### config.mk
export PLATFORM = sky130hd
export DESIGN_NAME = evt_timer
export DESIGN_NICKNAME = d
export VERILOG_FILES = /design/src/rtl/evt_timer_pkg.sv /design/src/rtl/evt_timer_sync.sv /design/src/rtl/evt_timer_prescale.sv /design/src/rtl/evt_timer_count.sv /design/src/rtl/evt_timer.sv
export SDC_FILE = /design/constraint.sdc
export NUM_CORES = 1
export LEC_CHECK = 0
export ABC_AREA = 1
export BUFFER_PORTS_ARGS = -buffer_cell sky130_fd_sc_hd__buf_2
export CAP_MARGIN = 15
export CORE_ASPECT_RATIO = 1.5
export CORE_MARGIN = 2
export CORE_UTILIZATION = 50
export CTS_BUF_LIST = sky130_fd_sc_hd__clkbuf_4 sky130_fd_sc_hd__clkbuf_8 sky130_fd_sc_hd__clkbuf_16
export DETAILED_ROUTE_END_ITERATION = 10
export PLACE_DENSITY = 0.71
export SYNTH_ARGS = -nofsm -noshare
export SYNTH_HDL_FRONTEND = slang
export SYNTH_SLANG_ARGS = --single-unit
### constraint.sdc
create_clock -name clk -period 1.1 [get_ports clk]
set_input_delay 0.11 -clock clk [delete_from_list [all_inputs] [get_ports clk]]
set_output_delay 0.11 -clock clk [all_outputs]
set_load 0.01 [all_outputs]
### src/rtl/evt_timer_pkg.sv
package evt_timer_pkg;
  localparam int DATA_W = 8;

  typedef struct packed {
    logic       irq_fall;
    logic       ie;
    logic       src_ext;
    logic       cnt_fall;
    logic       pre_on;
    logic [2:0] pre_code;
  } ctrl_t;

  typedef enum logic {
    SEL_CTRL  = 1'b0,
    SEL_COUNT = 1'b1
  } regsel_e;
endpackage

### src/rtl/evt_timer_sync.sv
module evt_timer_sync #(
  parameter int STAGES = 2
) (
  input  logic clk,
  input  logic rst_n,
  input  logic din,
  output logic rise,
  output logic fall
);
  logic [STAGES-1:0] sh_q;
  logic              prev_q;

  always_ff @(posedge clk or negedge rst_n) begin
    if (!rst_n) begin
      sh_q   <= '0;
      prev_q <= 1'b0;
    end else begin
      sh_q   <= {sh_q[STAGES-2:0], din};
      prev_q <= sh_q[STAGES-1];
    end
  end

  assign rise = sh_q[STAGES-1] & ~prev_q;
  assign fall = ~sh_q[STAGES-1] & prev_q;
endmodule

### src/rtl/evt_timer_prescale.sv
module evt_timer_prescale #(
  parameter int CODE_W = 3,
  localparam int PW = 1 << CODE_W
) (
  input  logic              clk,
  input  logic              rst_n,
  input  logic              clear,
  input  logic              enable,
  input  logic [CODE_W-1:0] code,
  input  logic              event_in,
  output logic              inc_out,
  output logic [PW-1:0]     pre_cnt
);
  logic [PW-1:0] mask;
  logic          hit;

  always_comb begin
    mask = '0;
    for (int i = 0; i < PW; i++) begin
      mask[i] = (i <= int'(code));
    end
  end

  assign hit     = event_in && ((pre_cnt & mask) == mask);
  assign inc_out = enable ? hit : event_in;

  always_ff @(posedge clk or negedge rst_n) begin
    if (!rst_n) begin
      pre_cnt <= '0;
    end else if (clear || !enable || hit) begin
      pre_cnt <= '0;
    end else if (event_in) begin
      pre_cnt <= pre_cnt + 1'b1;
    end
  end
endmodule

### src/rtl/evt_timer_count.sv
module evt_timer_count #(
  parameter int W = 8
) (
  input  logic         clk,
  input  logic         rst_n,
  input  logic         load,
  input  logic [W-1:0] load_val,
  input  logic         inc,
  input  logic         ovf_clr,
  output logic [W-1:0] cnt,
  output logic         ovf_pulse,
  output logic         ovf_flag
);
  logic wrap;

  assign wrap = inc && !load && (cnt == {W{1'b1}});

  always_ff @(posedge clk or negedge rst_n) begin
    if (!rst_n) begin
      cnt       <= '0;
      ovf_pulse <= 1'b0;
      ovf_flag  <= 1'b0;
    end else begin
      if (load)     cnt <= load_val;
      else if (inc) cnt <= cnt + 1'b1;
      ovf_pulse <= wrap;
      if (wrap)         ovf_flag <= 1'b1;
      else if (ovf_clr) ovf_flag <= 1'b0;
    end
  end
endmodule

### src/rtl/evt_timer.sv
module evt_timer
  import evt_timer_pkg::*;
#(
  parameter int SYNC_STAGES = 2,
  parameter int PRE_CODE_W  = 3
) (
  input  logic              clk,
  input  logic              rst_n,
  input  logic              reg_wr,
  input  logic              reg_sel,
  input  logic [DATA_W-1:0] reg_wdata,
  output logic [DATA_W-1:0] reg_rdata,
  input  logic              cyc_tick,
  input  logic              cnt_pin,
  input  logic              irq_pin,
  output logic              irq_edge,
  input  logic              ie_set,
  input  logic              ie_clr,
  input  logic              ovf_clr,
  output logic              ovf_pulse,
  output logic              ovf_flag
);
  localparam int PW = 1 << PRE_CODE_W;

  ctrl_t             ctrl_q;
  logic              ie_q;
  logic [DATA_W-1:0] cnt_q;
  logic [PW-1:0]     pre_cnt;
  logic              cnt_rise, cnt_fall, irq_rise, irq_fall;
  logic              ext_ev, sel_ev, inc;
  logic              wr_ctrl, wr_cnt;

  assign wr_ctrl = reg_wr && (regsel_e'(reg_sel) == SEL_CTRL);
  assign wr_cnt  = reg_wr && (regsel_e'(reg_sel) == SEL_COUNT);

  always_ff @(posedge clk or negedge rst_n) begin
    if (!rst_n) begin
      ctrl_q <= '0;
    end else if (wr_ctrl) begin
      ctrl_q <= ctrl_t'(reg_wdata);
    end
  end

  always_ff @(posedge clk or negedge rst_n) begin
    if (!rst_n)      ie_q <= 1'b0;
    else if (ie_clr) ie_q <= 1'b0;
    else if (ie_set) ie_q <= 1'b1;
  end

  evt_timer_sync #(.STAGES(SYNC_STAGES)) u_cnt_sync (
    .clk(clk), .rst_n(rst_n), .din(cnt_pin), .rise(cnt_rise), .fall(cnt_fall)
  );

  evt_timer_sync #(.STAGES(SYNC_STAGES)) u_irq_sync (
    .clk(clk), .rst_n(rst_n), .din(irq_pin), .rise(irq_rise), .fall(irq_fall)
  );

  assign irq_edge = ctrl_q.irq_fall ? irq_fall : irq_rise;
  assign ext_ev   = ctrl_q.cnt_fall ? cnt_fall : cnt_rise;
  assign sel_ev   = ctrl_q.src_ext ? ext_ev : cyc_tick;

  evt_timer_prescale #(.CODE_W(PRE_CODE_W)) u_pre (
    .clk(clk), .rst_n(rst_n), .clear(reg_wr), .enable(ctrl_q.pre_on),
    .code(ctrl_q.pre_code), .event_in(sel_ev), .inc_out(inc), .pre_cnt(pre_cnt)
  );

  evt_timer_count #(.W(DATA_W)) u_cnt (
    .clk(clk), .rst_n(rst_n), .load(wr_cnt), .load_val(reg_wdata), .inc(inc),
    .ovf_clr(ovf_clr), .cnt(cnt_q), .ovf_pulse(ovf_pulse), .ovf_flag(ovf_flag)
  );

  always_comb begin
    if (regsel_e'(reg_sel) == SEL_COUNT) begin
      reg_rdata = cnt_q;
    end else begin
      reg_rdata    = DATA_W'(ctrl_q);
      reg_rdata[6] = ie_q;
    end
  end
endmodule

# [Word level (Yosys, flattened, before mapping)]
# Index checks and enable logic that the tools add are counted.
[classes] addsub=2 order_cmp=7 eq_ne=2 n_mux=13 n_bitwise=10 n_reduce_logical=13
[op_table] operator="two-way mux 8 bit" count=5
[op_table] operator="adder 8 x 1 -> 8 bit (second input constant)" count=2
[op_table] operator="less-or-equal comparator 3 bit (first input constant)" count=4
[op_table] operator="bitwise AND 8 bit" count=1
[op_table] operator="== test 8 bit" count=1
[op_table] operator="== test 8 bit (second input constant)" count=1
[op_table] operator="two-way mux 1 bit" count=8
[op_table] operator="nonzero test 2 bit" count=4
[op_table] operator="less-or-equal comparator 2 x 3 -> 1 bit (first input constant)" count=2
[op_table] operator="logical AND 1 bit" count=5
[op_table] operator="NOT 1 bit" count=5
[op_table] operator="bitwise AND 1 bit" count=4
[op_table] operator="less-or-equal comparator 1 x 3 -> 1 bit (first input constant)" count=1
[op_table] operator="logical NOT 1 bit" count=2
[op_table] operator="logical OR 1 bit" count=2
[totals] register_bits=32 input_bits=18 word_cells=61

# [Longest topological paths before layout]
# Gate-level depths: netlist of the first run.
[depth] depth_word=9 mapped_depth=10 mapped_depth_nobuf=10

# [Cells and area by module]
# From an unflattened synthesis of the first run, not the netlist that was laid out.
[unflattened] cells_unflattened=220 area_unflattened_um2=1752.9
[by_module_without_submodules] mod="evt_timer_count" n_inst=1 cells_per_inst=71 area_per_inst_um2=595.6 seq_area_each_um2=250.2
[by_module_without_submodules] mod="evt_timer_prescale" n_inst=1 cells_per_inst=63 area_per_inst_um2=505.5 seq_area_each_um2=200.2
[by_module_without_submodules] mod="evt_timer" n_inst=1 cells_per_inst=72 area_per_inst_um2=471.7 seq_area_each_um2=200.2
[by_module_without_submodules] mod="evt_timer_sync" n_inst=2 cells_per_inst=7 area_per_inst_um2=90.1 seq_area_each_um2=75.1

# [Worst setup path after synthesis of the first run]
# OpenSTA, ideal clock, no wires.
[synth_path] path_type="reg2reg" from="reg ctrl_q[1] in the netlist's numbering" to="reg u_cnt.cnt[0]" setup_ps=117 t_arrival_ps=1099 required_ps=983 slack_ps=-116 path_stages_with_launch=8 n_path_buf=1 period_less_slack_ps=1216 cell_sequence="dfrtp_1 > o21ai_0 > nand2_1 > nor2_2 > nand3_4 > buf_6 > nand4_1 > nand2_1"
[synth_via] elab_chain_cells=6 elab_cells_between_ends=12 cone_classes="order compare (7); eq/ne (1); mux (1); bitwise (1); reduce/logical (2)"
[synth_lines] element="from (decl)" line="evt_timer.sv:25" source="ctrl_t ctrl_q;"
[synth_lines] element="from (signal assigned)" line="evt_timer.sv:40" source="ctrl_q <= ctrl_t'(reg_wdata);"
[synth_lines] element="less-or-equal comparator 1 x 3 -> 1 bit (tied with other cells)" line="evt_timer_prescale.sv:20" source="mask[i] = (i <= int'(code));"
[synth_lines] element="bitwise AND 8 bit" line="evt_timer_prescale.sv:24" source="assign hit = event_in && ((pre_cnt & mask) == mask);"
[synth_lines] element="== test 8 bit *" line="evt_timer_prescale.sv:24"
[synth_lines] element="logical AND 1 bit *" line="evt_timer_prescale.sv:24"
[synth_lines] element="two-way mux 1 bit *" line="evt_timer_prescale.sv:25" source="assign inc_out = enable ? hit : event_in;"
[synth_lines] element="nonzero test 2 bit (no line) *"
[synth_lines] element="to (signal assigned)" line="evt_timer_count.sv:24" source="if (load) cnt <= load_val;"
[synth_lines] element="to (signal assigned)" line="evt_timer_count.sv:25" source="else if (inc) cnt <= cnt + 1'b1;"
[synth_lines] element="to (decl)" line="evt_timer_count.sv:10" source="output logic [W-1:0] cnt,"
# Every way passes the cells marked *; elsewhere a longest branch is shown, timed or not.
# A chain may end at the register's enable or synchronous reset.

# [Worst setup path in the final report of the first run]
[layout_path] from="reg u_pre.pre_cnt[1]" to="reg u_cnt.cnt[2]"
[layout_via] elab_chain_cells=5
[layout_lines] element="from (decl)" line="evt_timer_prescale.sv:12" source="output logic [PW-1:0] pre_cnt"
[layout_lines] element="from (signal assigned)" line="evt_timer_prescale.sv:33" source="pre_cnt <= pre_cnt + 1'b1;"
[layout_lines] element="bitwise AND 8 bit" line="evt_timer_prescale.sv:24"
[layout_lines] element="== test 8 bit" line="evt_timer_prescale.sv:24"
[layout_lines] element="logical AND 1 bit" line="evt_timer_prescale.sv:24"
[layout_lines] element="two-way mux 1 bit" line="evt_timer_prescale.sv:25"
[layout_lines] element="nonzero test 2 bit (no line)"
# Every way passes these cells.

==> results of run 1 <==
power by group through the flow:
stage | sequential [mW] | combinational [mW] | clock, mW
2_1_floorplan | 1.49 | 0.571 | 0
3_3_place_gp | 1.54 | 0.985 | 0
3_5_place_dp | 1.54 | 1.01 | 0
4_1_cts | 1.53 | 1.26 | 1.02
5_1_grt | 1.56 | 1.49 | 1.07
6_report | 1.54 | 1.34 | 1.00
Yosys cell counts:
cell type                  number  area (um2)
sky130_fd_sc_hd__inv_1         26        97.6
sky130_fd_sc_hd__nand4_1       12        75.1
sky130_fd_sc_hd__nand3_1       10        50.1
sky130_fd_sc_hd__nand2_1       67         251
sky130_fd_sc_hd__buf_6          1        11.3
sky130_fd_sc_hd__o21ai_0       18        90.1
sky130_fd_sc_hd__nand3_2        2        20.0
sky130_fd_sc_hd__nor2_1        19        71.3
sky130_fd_sc_hd__buf_2          2        10.0
sky130_fd_sc_hd__clkbuf_1       2        7.51
sky130_fd_sc_hd__xnor2_1        1        8.76
sky130_fd_sc_hd__inv_2          1        3.75
sky130_fd_sc_hd__ha_1           2        25.0
sky130_fd_sc_hd__xor2_1         6        52.6
sky130_fd_sc_hd__nand3b_1       1        7.51
sky130_fd_sc_hd__nand2_2        2        12.5
sky130_fd_sc_hd__a21oi_1        9        45.0
sky130_fd_sc_hd__o21ai_1        1        5.00
sky130_fd_sc_hd__o21a_1         1        7.51
sky130_fd_sc_hd__mux2_2         1        11.3
sky130_fd_sc_hd__nand3_4        1        17.5
sky130_fd_sc_hd__nor3_1         1        5.00
sky130_fd_sc_hd__nor2_2         2        12.5
sky130_fd_sc_hd__dfrtp_1       32         801
sky130_fd_sc_hd__nand2_4        2        22.5
layout by cell type (no fill, tap or decap):
| master | instances |
|---|---|
| sky130_fd_sc_hd__inv_1 | 22 |
| sky130_fd_sc_hd__nand3_2 | 3 |
| sky130_fd_sc_hd__ha_2 | 1 |
| sky130_fd_sc_hd__o21ai_2 | 4 |
| sky130_fd_sc_hd__nor2_4 | 2 |
| sky130_fd_sc_hd__nand2_1 | 56 |
| sky130_fd_sc_hd__xor2_1 | 6 |
| sky130_fd_sc_hd__nor3_2 | 1 |
| sky130_fd_sc_hd__nand3_1 | 8 |
| sky130_fd_sc_hd__mux2_2 | 1 |
| sky130_fd_sc_hd__o21ai_1 | 5 |
| sky130_fd_sc_hd__nand3b_1 | 1 |
| sky130_fd_sc_hd__inv_2 | 4 |
| sky130_fd_sc_hd__inv_4 | 1 |
| sky130_fd_sc_hd__o21ai_0 | 10 |
| sky130_fd_sc_hd__dfrtp_2 | 3 |
| sky130_fd_sc_hd__o21a_1 | 1 |
| sky130_fd_sc_hd__nand2_2 | 12 |
| sky130_fd_sc_hd__dfrtp_1 | 29 |
| sky130_fd_sc_hd__ha_1 | 1 |
| sky130_fd_sc_hd__xnor2_1 | 1 |
| sky130_fd_sc_hd__dlygate4sd3_1 | 4 |
| sky130_fd_sc_hd__buf_6 | 8 |
| sky130_fd_sc_hd__nand3_4 | 3 |
| sky130_fd_sc_hd__nor2_2 | 1 |
| sky130_fd_sc_hd__nand2_4 | 3 |
| sky130_fd_sc_hd__clkbuf_4 | 2 |
| sky130_fd_sc_hd__clkbuf_8 | 6 |
| sky130_fd_sc_hd__nand4_1 | 12 |
| sky130_fd_sc_hd__a21oi_1 | 9 |
| sky130_fd_sc_hd__nor2_1 | 18 |
| sky130_fd_sc_hd__buf_2 | 28 |
| sky130_fd_sc_hd__buf_4 | 31 |
cell type report:
type / count / share of cell area, %
clock buffer: 8 / 3.98
inverter: 27 / 4.23
multi-input combinational: 159 / 36.4
sequential: 32 / 32.8
tap: 42 / 2.14
timing repair buffer: 71 / 20.5
timing repair:
item / in CTS / in global routing
pin swaps: 16 / 10
hold endpoints to repair: 35 / 0
gates cloned: 1 / 0
setup buffers: 8 / 5
hold buffers: 4 / 0
gates resized for setup: 26 / 18
setup endpoints to repair: 27 / 27
flip-flops by register name (all words and copies together), names as in the netlist:
| name | cells |
|---|---|
| u_cnt.ovf_pulse | 1 |
| u_pre.pre_cnt | 8 |
| ctrl_q | 7 |
| u_irq_sync.sh_q | 2 |
| u_cnt_sync.sh_q | 2 |
| u_cnt_sync.prev_q | 1 |
| u_irq_sync.prev_q | 1 |
| u_cnt.ovf_flag | 1 |
| ie_q | 1 |
| u_cnt.cnt | 8 |
routing by layer:
layer | share of wire (%) | global-route usage (%) | up-vias
met1 | 38 | 26.3 | 785
met2 | 56 | 46.7 | 36
met5 | 0 | 0 | -
li1 | - | - | 865
met4 | 2.4 | 13.2 | 0
met3 | 2.9 | 5.49 | 8
metrics by stage:
stage	total power, mW	setup TNS (ns)
2_1_floorplan	2.06	-1.10
3_3_place_gp	2.52	-3.74
3_5_place_dp	2.56	-4.90
4_1_cts	3.81	-4.48
5_1_grt	4.11	-6.92
6_report	3.89	-5.11
kinds of logic after synthesis:
kind of cell | after synthesis | synth area share [%]
compound gates | 29 | 8.58
buf+inv | 32 | 7.56
flops | 32 | 46.5
xor+xnor | 7 | 3.56
fa+ha+maj | 2 | 1.45
simple gates | 119 | 31.7
mux | 1 | 0.654
worst min-delay path by stage:
stage | end | startpoint | cells past startpoint | slack, ns
floorplan | ctrl_q[0]$_DFFE_PN0P_ | rst_n | 0 | -0.19
global placement | u_cnt_sync.prev_q$_DFF_PN0_ | rst_n | 2 | 0.16
detailed placement | u_cnt_sync.sh_q[1]$_DFF_PN0_ | rst_n | 2 | 0.16
CTS | ie_q$_DFFE_PN0P_ | ie_set | 3 | 0.03
global route | ie_q$_DFFE_PN0P_ | ie_set | 3 | 0.04
finish | ie_q$_DFFE_PN0P_ | ie_set | 3 | 0.03
worst max-delay path, cell delays in order, from the launching register on:
cell	delay [ns]
sky130_fd_sc_hd__dfrtp_1	0.41
sky130_fd_sc_hd__inv_1	0.06
sky130_fd_sc_hd__a21oi_1	0.12
sky130_fd_sc_hd__nand2_1	0.11
sky130_fd_sc_hd__nor2_4	0.16
sky130_fd_sc_hd__nand3_4	0.14
sky130_fd_sc_hd__nand3_4	0.15
sky130_fd_sc_hd__nand2_1	0.07
sky130_fd_sc_hd__nand2_1	0.06
==> results.py, run 1 <==
metrics = {
    "status": {
        "violated_checks": "negative setup slack",
        "run_status": "finished, violations left",
    },
    "synthesis": {
        "syn_nets": 242,
        "yosysWarningCount": 0,
        "netlist_area_um2": 1720,
        "netlist-cell-type-count": 25,
        "synthesis.area_per_instance_um2": 7.76,
        "synth_seq_area_share_pct": 46.5,
        "postSynthCellCount": 222,
        "synth_seq_cells": 32,
    },
    "timing": {
        "fin_worst_skew_ns": 0.00946,
        "rsz0062_at_grt": "true",
        "finalSetupViolations": 25,
        "maxClockFrequency_mhz": 737,
        "finalMaxSlewViolations": 0,
        "tightestPinTransition_ns": 0.409,
        "slew_headroom_pct": 72.7,
        "fin_ws_ns": -0.257,
        "period_needed_ns": 1.36,
        "fin_crit_sh_pct": 123,
        "timing.final.hold_violations": 0,
        "hold-worst-slack_ns": 0.0308,
    },
    "routing": {
        "initialDrtViolationCount": 51,
        "drc": 0,
        "detailroute.via_count": 1694,
        "avgRoutedWirePerCell_um": 13.5,
        "final_antenna_net_count": 0,
        "drt_pre_antenna_iters": 4,
        "detail_route.vias_per_cell": 5.00,
        "finalWirelength_mm": 4.56,
    },
    "setup_path": {
        "critPathArrivalTime_ns": 1.59,
        "ff2ff_setup_slack_ns": -0.26,
        "ff_to_ff_end": "u_cnt.cnt[2]$_DFFE_PN0P_",
        "worst_setup_path_class": "register to register",
        "worst_r2r_path_depth": 8,
        "startpoint": "u_pre.pre_cnt[1]$_DFFE_PN0P_",
        "worst-endpoint-required_ns": 1.33,
        "timing.critical_path.from_type": "register",
        "setup.worst_path.end": "u_cnt.cnt[2]$_DFFE_PN0P_",
        "regToRegStartpoint": "u_pre.pre_cnt[1]$_DFFE_PN0P_",
        "crit_path_max_fanout": 8,
        "worst_setup_path_end_kind": "register",
    },
    "clocking": {
        "number_of_buffers_added_by_the_clock_tree_synthesis_step": 5,
        "clkLatencyLatePin_ns": 0.29,
        "tritoncts": "yes",
        "maximum_buffer_depth_of_the_clock_tree": 2,
        "cts.clk_slew.worst_paths_ns": 0.07,
        "ctsHtreeMaxLevel": 2,
        "cts.sink_count": 32,
        "clockRootBuffer": "sky130_fd_sc_hd__clkbuf_8",
    },
    "grt": {
        "first_global_vias": 1600,
        "gr-usage-all-layers_pct": 25.3,
        "grt_pass1_wl_mm": 7.00,
        "largest_net_degree_at_the_start_of_global_routing": 33,
        "antenna_found_initial": 0,
        "grt_overflow_total": 0,
    },
    "floorplanning": {
        "start_util_pct": 51.4,
        "num_io_pins": 29,
        "core_region_area_um2": 3350,
        "fp.dieArea_um2": 3940,
        "die_y_um": 75.9,
        "die-width_um": 51.9,
        "rows": 26,
    },
    "placement": {
        "dp_slack_ns": -0.334,
        "gpl.final_weighted_congestion": 0.844,
        "numPortBuffers": 28,
        "dpl.cell_count": 314,
        "detailedPlacementHpwl_mm": 3.15,
        "placed_cell_areas_um2": 2100,
    },
    "pwr": {
        "sequential_power_share_pct": 39.7,
        "power.leakage_nw": 1.27,
        "ir_drop_uv": 1410,
        "power_frac_clock_pct": 25.8,
        "switching_power_mw": 1.29,
        "internal_pwr_total_mw": 2.59,
        "power_frac_comb_pct": 34.5,
        "power_switching_share_pct": 33.3,
        "power_per_cell_area_nw_per_um2": 1580,
    },
    "job": {
        "drv.max_cap_violation_count": 0,
    },
    "worst_hold_path": {
        "holdCritPathClass": "primary input to register",
    },
    "layout": {
        "antenna_cells_inserted": 0,
        "design.final.nets": 316,
        "final_core_utilization_pct": 73.3,
        "syn2layout_area_growth_pct": 42.6,
        "final_layout_size_suffix_gt1_share_pct": 38.4,
        "filler_cell_count_in_the_final_layout": 268,
        "final_cell_area_um2": 2450,
        "multi_input_comb_area_um2": 893,
        "finish.cell_count_without_fillers": 339,
        "register_area_um2": 805,
    },
}
No activity file was read; power rests on OpenSTA's default activity.
==> run 2: changes to the inputs <==
CORE_MARGIN = unset   (was 2)
==> run 2 against run 1 <==
The run still ends with negative setup slack left. Worst setup slack worse by 0.027 ns. First-iteration DRC count up 7.8%. Global-route usage up 3.7 points. Cell count up 0.88%. Count of clock-buffer cells in the layout down 3. Clock power up 12%. Worst hold slack better by 0.021 ns.
==> results.py, run 2 (synthesis results as in run 1) <==
metrics = {
    "status": {
        "run_status": "finished, violations left",
        "violated_checks": "negative setup slack",
    },
    "setup_path": {
        "setup.worst_path.end": "u_cnt.cnt[2]$_DFFE_PN0P_",
        "timing.critical_path.from_type": "register",
        "regToRegStartpoint": "ctrl_q[0]$_DFFE_PN0P_",
        "cpPeakStageDelay_ns": 0.45,
        "logic_depth_of_the_worst_path_buffers_included": 7,
        "worst-endpoint-required_ns": 1.32,
        "critPathArrivalTime_ns": 1.60,
        "worst_setup_path_end_kind": "register",
        "path_buf_inv": 0,
        "ff2ff_setup_slack_ns": -0.28,
        "path_cells": "a21oi_2, nand2_2, nor2_4, nand3_4, nand3_4, nand2_2, nand2_1",
        "ff_to_ff_end": "u_cnt.cnt[2]$_DFFE_PN0P_",
        "startpoint": "ctrl_q[0]$_DFFE_PN0P_",
        "worst_r2r_path_depth": 7,
        "cp_slowest_cell": "sky130_fd_sc_hd__dfrtp_2",
        "worst_setup_path_class": "register to register",
        "critical-path-top-delay-family": "simple AND/OR/NAND/NOR gates",
        "crit_path_max_fanout": 8,
    },
    "pwr": {
        "power_per_cell_area_nw_per_um2": 1630,
        "switching_power_mw": 1.34,
        "internal_pwr_total_mw": 2.82,
        "power_switching_share_pct": 32.2,
        "power_frac_clock_pct": 26.9,
        "power_frac_comb_pct": 36.9,
        "sequential_power_share_pct": 36.1,
        "power.leakage_nw": 1.31,
        "design_power_total_mw": 4.15,
        "ir_drop_uv": 1290,
    },
    "layout": {
        "leading_cell_type_in_the_layout_fill_and_taps_excluded": "sky130_fd_sc_hd__nand2_1",
        "finish.cell_count_without_fillers": 342,
        "final_cell_area_um2": 2550,
        "design.final.nets": 321,
        "filler_cell_count_in_the_final_layout": 215,
        "final_layout_size_suffix_gt1_share_pct": 42.7,
        "largest_registers": "u_cnt.cnt: 8 flops, u_pre.pre_cnt: 8 flops, ctrl_q: 7 flops",
        "layout_common_cells": "53 x sky130_fd_sc_hd__nand2_1, 33 x sky130_fd_sc_hd__buf_4, 29 x sky130_fd_sc_hd__dfrtp_1, 27 x sky130_fd_sc_hd__buf_2, 21 x sky130_fd_sc_hd__inv_1",
        "final_core_utilization_pct": 79.2,
        "syn2layout_area_growth_pct": 48.2,
        "antenna_cells_inserted": 0,
    },
    "grt": {
        "grt_pass1_wl_mm": 7.78,
        "gr-usage-all-layers_pct": 29.0,
        "antenna_found_initial": 0,
        "first_global_vias": 1821,
        "grt_overflow_total": 0,
        "largest_net_degree_at_the_start_of_global_routing": 33,
    },
    "job": {
        "drv.max_cap_violation_count": 0,
    },
    "floorplanning": {
        "core_region_area_um2": 3220,
        "die_y_um": 73.9,
        "die-width_um": 49.9,
        "fp.dieArea_um2": 3690,
        "start_util_pct": 53.4,
        "num_io_pins": 29,
        "rows": 25,
    },
    "timing": {
        "finalMaxSlewViolations": 0,
        "tightestPinTransition_ns": 0.314,
        "timing.final.hold_violations": 0,
        "maxClockFrequency_mhz": 722,
        "fin_ws_ns": -0.284,
        "period_needed_ns": 1.38,
        "slew_headroom_pct": 79.0,
        "fin_worst_skew_ns": 0.00918,
        "rsz0062_at_grt": "true",
        "fin_crit_sh_pct": 126,
        "finalSetupViolations": 25,
    },
    "clocking": {
        "clockRootBuffer": "sky130_fd_sc_hd__clkbuf_8",
        "cts.sink_count": 32,
        "cts.clk_slew.worst_paths_ns": 0.07,
        "tritoncts": "yes",
        "ctsHtreeMaxLevel": 2,
        "number_of_buffers_added_by_the_clock_tree_synthesis_step": 5,
        "maximum_buffer_depth_of_the_clock_tree": 2,
        "clkLatencyLatePin_ns": 0.29,
    },
    "routing": {
        "final_antenna_net_count": 0,
        "initialDrtViolationCount": 55,
        "detailroute.via_count": 1745,
        "avgRoutedWirePerCell_um": 13.7,
        "detail_route.vias_per_cell": 5.10,
        "finalWirelength_mm": 4.70,
        "drc": 0,
        "drt_pre_antenna_iters": 4,
    },
    "placement": {
        "gpl.final_weighted_congestion": 0.861,
        "placed_cell_areas_um2": 2140,
        "dp_slack_ns": -0.311,
        "detailedPlacementHpwl_mm": 3.13,
        "numPortBuffers": 28,
        "dpl.cell_count": 316,
    },
    "worst_hold_path": {
        "holdCritPathClass": "primary input to register",
    },
}
[run 2: cell types whose count changed in the layout (fill, tap and decap cells not counted), moves of 2 or more]
cell	change
sky130_fd_sc_hd__a21oi_1	-2
sky130_fd_sc_hd__a21oi_2	+2
sky130_fd_sc_hd__buf_4	+2
sky130_fd_sc_hd__buf_6	+3
sky130_fd_sc_hd__clkbuf_4	-2
sky130_fd_sc_hd__nand2_1	-3
sky130_fd_sc_hd__nand2_2	+3
sky130_fd_sc_hd__nand3_2	+2
sky130_fd_sc_hd__o21ai_1	-3
sky130_fd_sc_hd__o21ai_2	+3
[run 2: cell type report]
cell class / instances / area, um2 / area share (%)
well taps: 40 / 50.0 / 1.96
clock inverters: 3 / 42.5 / 1.67
flip-flops and latches: 32 / 805 / 31.5
multi-input cells: 159 / 912 / 35.8
clock buffers: 5 / 68.8 / 2.70
inverters: 27 / 106 / 4.17
repair buffers: 76 / 567 / 22.2
[run 2: power groups by stage]
stage / clock network, mW / registers (mW) / logic [mW]
after floorplan: 0 / 1.49 / 0.571
after global placement: 0 / 1.49 / 1.09
after detailed placement: 0 / 1.49 / 1.12
after CTS: 1.14 / 1.49 / 1.39
after global routing: 1.17 / 1.52 / 1.68
final: 1.12 / 1.50 / 1.53
[run 2: worst min path at each step]
| stage | to | slack, ns | cells past startpoint | startpoint |
|---|---|---|---|---|
| 2_1_floorplan | ctrl_q[0]$_DFFE_PN0P_ | -0.19 | 0 | rst_n |
| 3_5_place_dp | ctrl_q[4]$_DFFE_PN0P_ | 0.08 | 2 | rst_n |
| 5_1_grt | u_cnt.ovf_flag$_DFFE_PN0P_ | 0.07 | 4 | ovf_clr |
| 4_1_cts | ie_q$_DFFE_PN0P_ | 0.04 | 3 | ie_set |
| 3_3_place_gp | u_cnt_sync.sh_q[1]$_DFF_PN0_ | 0.08 | 2 | rst_n |
| 6_report | ie_q$_DFFE_PN0P_ | 0.05 | 3 | ie_set |
[run 2: layer usage]
layer  up-vias  routed length, um  global-route usage (%)
met5         -                  0                       0
met4         0                 91                    12.7
met3         7                135                    5.38
met2        38               2660                    55.0
met1       829               1810                    30.5
li1        871                  -                       -
[run 2: worst min-delay path: stages]
cell and delay, ns:
sky130_fd_sc_hd__buf_2 0.08, sky130_fd_sc_hd__nor2_1 0.03, sky130_fd_sc_hd__nor2_1 0.07
[run 2: stage by stage]
stage | hold slack (ns) | setup TNS [ns]
after global placement | 0.0795 | -3.95
final | 0.0520 | -5.23
after floorplan | -0.186 | -1.10
after CTS | 0.0364 | -4.54
after global routing | 0.0672 | -7.15
after detailed placement | 0.0779 | -4.62
[run 2: timing repair]
| action | 4_1_cts | 5_1_grt |
|---|---|---|
| cloned | 1 | 0 |
| setup endpoints to repair | 27 | 27 |
| pin swaps | 9 | 9 |
| gates resized for setup | 32 | 24 |
| endpoints found under the hold margin | 35 | 0 |
| hold buffers | 4 | 0 |
| buffers inserted | 8 | 6 |
